File: src/rtl/kh_frac_div.sv
// Restoring divider giving floor(num * 2^FW / den) for num <= den,
// saturated to FW bits. One quotient bit per cycle, FW+1 cycles.
module kh_frac_div #(
  parameter int NW = 18,
  parameter int FW = 16
) (
  input  logic          clk,
  input  logic          rst,
  input  logic          start,
  input  logic [NW-1:0] num,
  input  logic [NW-1:0] den,
  output logic          done,
  output logic [FW-1:0] quo
);
  localparam int QW = FW + 1;
  localparam int CW = $clog2(QW + 1);

  logic [NW:0]   rem;
  logic [NW-1:0] den_q, diff;
  logic [QW-1:0] q, q_next;
  logic [CW-1:0] cnt;
  logic          run, ge;

  always_comb begin
    ge     = rem >= {1'b0, den_q};
    diff   = ge ? NW'(rem - {1'b0, den_q}) : rem[NW-1:0];
    q_next = {q[QW-2:0], ge};
  end

  always_ff @(posedge clk) begin
    if (rst) begin
      run  <= 1'b0;
      done <= 1'b0;
    end else begin
      done <= 1'b0;
      if (start) begin
        rem   <= {1'b0, num};
        den_q <= den;
        q     <= '0;
        cnt   <= '0;
        run   <= 1'b1;
      end else if (run) begin
        rem <= {diff, 1'b0};
        q   <= q_next;
        cnt <= cnt + 1'b1;
        if (cnt == CW'(QW - 1)) begin
          run  <= 1'b0;
          done <= 1'b1;
          quo  <= q_next[QW-1] ? {FW{1'b1}} : q_next[FW-1:0];
        end
      end
    end
  end
endmodule

File: config.mk
export PLATFORM = sky130hd
export DESIGN_NAME = kh_frac_div
export DESIGN_NICKNAME = d
export VERILOG_FILES = /design/src/rtl/kh_frac_div.sv
export SDC_FILE = /design/constraint.sdc
export NUM_CORES = 1
export LEC_CHECK = 0
export CELL_PAD_IN_SITES_DETAIL_PLACEMENT = 1
export CELL_PAD_IN_SITES_GLOBAL_PLACEMENT = 1
export CORE_MARGIN = 2
export CORE_UTILIZATION = 30
export CTS_CLUSTER_SIZE = 12
export DETAILED_ROUTE_END_ITERATION = 10
export PLACE_DENSITY_LB_ADDON = 0.1
export SLEW_MARGIN = 10
export SYNTH_ARGS = -nofsm -noshare
export SYNTH_HDL_FRONTEND = slang
export SYNTH_SLANG_ARGS = --single-unit
File: constraint.sdc
create_clock -name clk -period 4.6 [get_ports clk]
set_input_delay 1.38 -clock clk [delete_from_list [all_inputs] [get_ports clk]]
set_output_delay 1.38 -clock clk [all_outputs]
set_load 0.03 [all_outputs]
# After elaboration in Yosys (flattened, before gate mapping)
# Index checks and enable logic that the tools add are counted.
[word_totals]
out_inout_bits = 17
n_memories = 0
latch_bits = 0
regBits = 76
romBits = 0
elab_cells = 29
mem_bits_rw = 0
[op_classes]
bitwise_logic = 3
div = 0
n_mul = 0
addsub = 2
n_lt_le_gt_ge = 1
n_eq_ne = 1
shifts = 0
reduce_logical = 5
mux = 9
[op_table]
columns = ["op", "n"]
rows = [
  ["$mux W18", 2],
  ["$ge A19 B18 Y1", 1],
  ["$mux W19", 1],
  ["$sub A18 B18 Y18", 1],
  ["$mux W16", 1],
  ["$add A5 B1 Y5 const B", 1],
  ["$eq A5 B5 Y1 const B", 1],
  ["$mux W5", 1],
  ["$mux W1", 4],
  ["$reduce_and A2 Y1", 2],
  ["$reduce_and A4 Y1", 1],
  ["$not A1 Y1", 3],
  ["$reduce_or A3 Y1", 1],
  ["$reduce_bool A2 Y1", 1],
]

# Logic depth before layout (Yosys ltp)
[depth]
depth_word = 4
depth_mapped = 11

# Worst setup path before layout
# Ideal clock, no wire load.
[synth_path]
kind = "input -> register"
start = "input start"
end = "register quo[0], enable pin"
n_path_buf = 2
required_ns = 4.163
setup_slack_ns = 0.581
setup_time_ns = 0.437
arrival_ns = 3.582
cell_stages = 3
path_cell_list = "clkbuf_1 -> clkbuf_1 -> nor4b_1"
[synth_between]
elab_chain_len = 2
[synth_lines]
columns = ["element", "line_no", "source"]
rows = [
  ["from (decl)", "9", "input logic start,"],
  ["$not A1 Y1 (no source line)", "-", ""],
  ["$reduce_and A4 Y1 (no source line)", "-", ""],
  ["to (signal assigned)", "49", "quo <= q_next[QW-1] ? {FW{1'b1}} : q_next[FW-1:0];"],
  ["to (decl)", "13", "output logic [FW-1:0] quo"],
]
# Every way passes these cells.
# A chain may end at the register's enable or synchronous reset.

# Worst setup path after layout
[layout_path]
start = "register rem[14]"
end = "register rem[16] (data pin)"
[layout_between]
elab_chain_len = 4
[layout_lines]
columns = ["element", "line_no", "source"]
rows = [
  ["from (decl)", "18", "logic [NW:0] rem;"],
  ["from (signal assigned)", "37", "rem <= {1'b0, num};"],
  ["from (signal assigned)", "43", "rem <= {diff, 1'b0};"],
  ["$sub A18 B18 Y18 or $ge A19 B18 Y1 (tied branches)", "26, 25", ""],
  ["$mux W18 *", "26", "diff = ge ? NW'(rem - {1'b0, den_q}) : rem[NW-1:0];"],
  ["$mux W19 *", "42", "end else if (run) begin"],
  ["$mux W18 *", "36", "if (start) begin"],
]
# Mark *: on every way between the ends. The rest lies on a longest branch, timed or not. The select of a mux whose other input is x is not followed.

==> metrics.txt <==
# setup viols final=0; placed cell count=603; post-DR vias/cell=about 5; leading cell types in the layout, fill and taps excluded=edfxtp_1, clkdlybuf4s50_1, a21oi_1, nor2b_1, inv_1; synthesized area=4220 sq um; Primary FF master, synth=edfxtp_1; fin crit period=between 3 and 4 ns; Hold Crit Class=register to register; GPL Wtd Cong=0.811; Max Clk Rate=roughly 310 MHz; Syn-to-layout area delta=25.6%; total core area=around 14000 sq um; vias in the first global route=3300; Req. time, crit path=4.69 ns; Yosys top cell area share=0.527; Ys Warns=0; multi-input logic area=1810 sq um; synth top area cells=edfxtp_1, ha_1, nor2b_1, a21oi_1, o21ai_0; Worst-path clk slew=0.06 ns; CP endpoint kind=register; WL/cell=roughly 18 um; CTS max path bufs=2; final setup TNS=0 ns; post-synthesis sequential area ratio=0.536; Diodes inserted=0; Cell Pwr Density=389 nW/um^2; DIE HEIGHT=approximately 120 um; Lkg Pwr=1.92 nW; Rel. slew slack=0.357; CTS H-tree depth=3; skew final=0.00665 ns; final net count=494; first-pass GRT wire length=17900 um; Post-synth EDFFs=74; Initial Util=0.305; Synthesized Nets=440; Slew Limit Fails=0; Post-CTS Setup Inserts=0; die area=between 15000 and 20000 sq um; IR drop worst, VDD=0.165 mV; number of buffers created by CTS=9; total wire length=11100 um; Row Count=43; CP Launch Type=register; CP max FO=21; Port Buffers=55; Hold-fix buffers, CTS=0; DRC Markers=0; final cell count without fillers=619; # fillers=1519; syn_area_per_cell=~11 sq um; final worst-path cycle share=0.695; grt total ovfl=0; hpwl dp=7780 um; RSZ-0062 raised after global routing=no; Synth Register Bits=76; run status=complete, no violations; Final ANT Viol Nets=0; WHS Path Cells=1; commonest non-fill, non-tap cell in the layout=edfxtp_1; FF/Latch Area=2260 sq um; ys async rst share=0; # resized after CTS=0; CP arrival=3.29 ns; reg2reg path depth=7; gr usage total=0.160; clock sink count=76; Die X=123 um; final hold vios=0; worst-margin pin slew=0.964 ns; root buffer cell=clkbuf_16; IO Pins=56; Crit Path Class=register to register; Yosys cell types=53; initial antenna violation count=0; 1st-pass router iterations=4; initial drt markers=136; largest net degree at the start of global routing=roughly 40; CTS tree=done; Worst-Skew Late Latency=0.35 ns; max_cap viols=0; largest area contributor in the netlist=edfxtp_1; Cells after Synth=380; routed vias=~3200; share of cells above drive strength 1=0.103
[cells by family after synthesis]
family | count (synthesis) | synth area share
AOI/OAI and AO/OA | 110 | 0.174
muxes | 1 | 0.00237
adders and majority gates | 21 | 0.0640
and+or+nand+nor | 124 | 0.168
DFF | 76 | 0.536
xor gates and xnor gates | 8 | 0.0166
buffers and inverters | 40 | 0.0394
[synthesized netlist by cell type, types with 9 or more instances]
cell      number
edfxtp_1      74
clkbuf_1       9
a31oi_1       12
nor2b_1       32
o21ai_0       23
a21oi_1       32
nor2_1        19
or2_2         16
ha_1          20
nand2_1       16
inv_1         24
[layout make-up]
type | instances | share of cell area
clock buffers | 10 | 0.0432
repair buffers | 59 | 0.109
inverters | 24 | 0.0170
clock inverters | 6 | 0.0212
well taps | 180 | 0.0425
flip-flops and latches | 76 | 0.427
multi-input cells | 264 | 0.341
[stage by stage]
stage	util	hold WS (ns)	power, W	instance area [sq um]	worst slack (ns)
2_1_floorplan	-	0.466	0.00112	4220	0.581
3_3_place_gp	0.359	0.509	0.00123	4960	1.58
3_5_place_dp	0.359	0.513	0.00124	4960	1.47
4_1_cts	0.383	0.519	0.00208	5300	1.45
5_1_grt	0.383	0.525	0.00216	5300	1.14
6_report	0.383	0.511	0.00206	5300	1.40
[per-layer routing]
metal  part of all wire  track usage
met3              0.030       0.0293
met1               0.48        0.212
met5                  0            0
met4              0.020       0.0733
met2               0.47        0.255
[power by group]
part | leakage [nW] | switching, W | internal [W]
combinational | 1.04 | 0.000229 | 0.000164
sequential | 0.713 | 0.0000218 | 0.000814
clock | 0.167 | 0.000301 | 0.000532
[state kept, by name, indices dropped and copies added, names as in the netlist]
name and count:
quo 16, cnt 5, run 1, rem 19, done 1, den_q 18, q 16
[worst max-delay path, cell delays in order, from the launching register on]
cell and delay (ns):
edfxtp_1 0.39, ha_1 0.46, a21oi_1 0.28, o21ai_0 0.19, o21ai_0 0.26, and2_1 0.81, o21ai_0 0.22, a221o_1 0.33
[path summary, 6_finish.rpt]
| check | slack (ns) | start | endpoint |
|---|---|---|---|
| worst min-delay path | 0.51 | run | done |
| worst max register to register | 1.40 | rem[14] | rem[16] |
| worst min register to register | 0.51 | run | done |
| worst max-delay path | 1.40 | rem[14] | rem[16] |
Note: power is estimated with default switching activity, not from simulation.
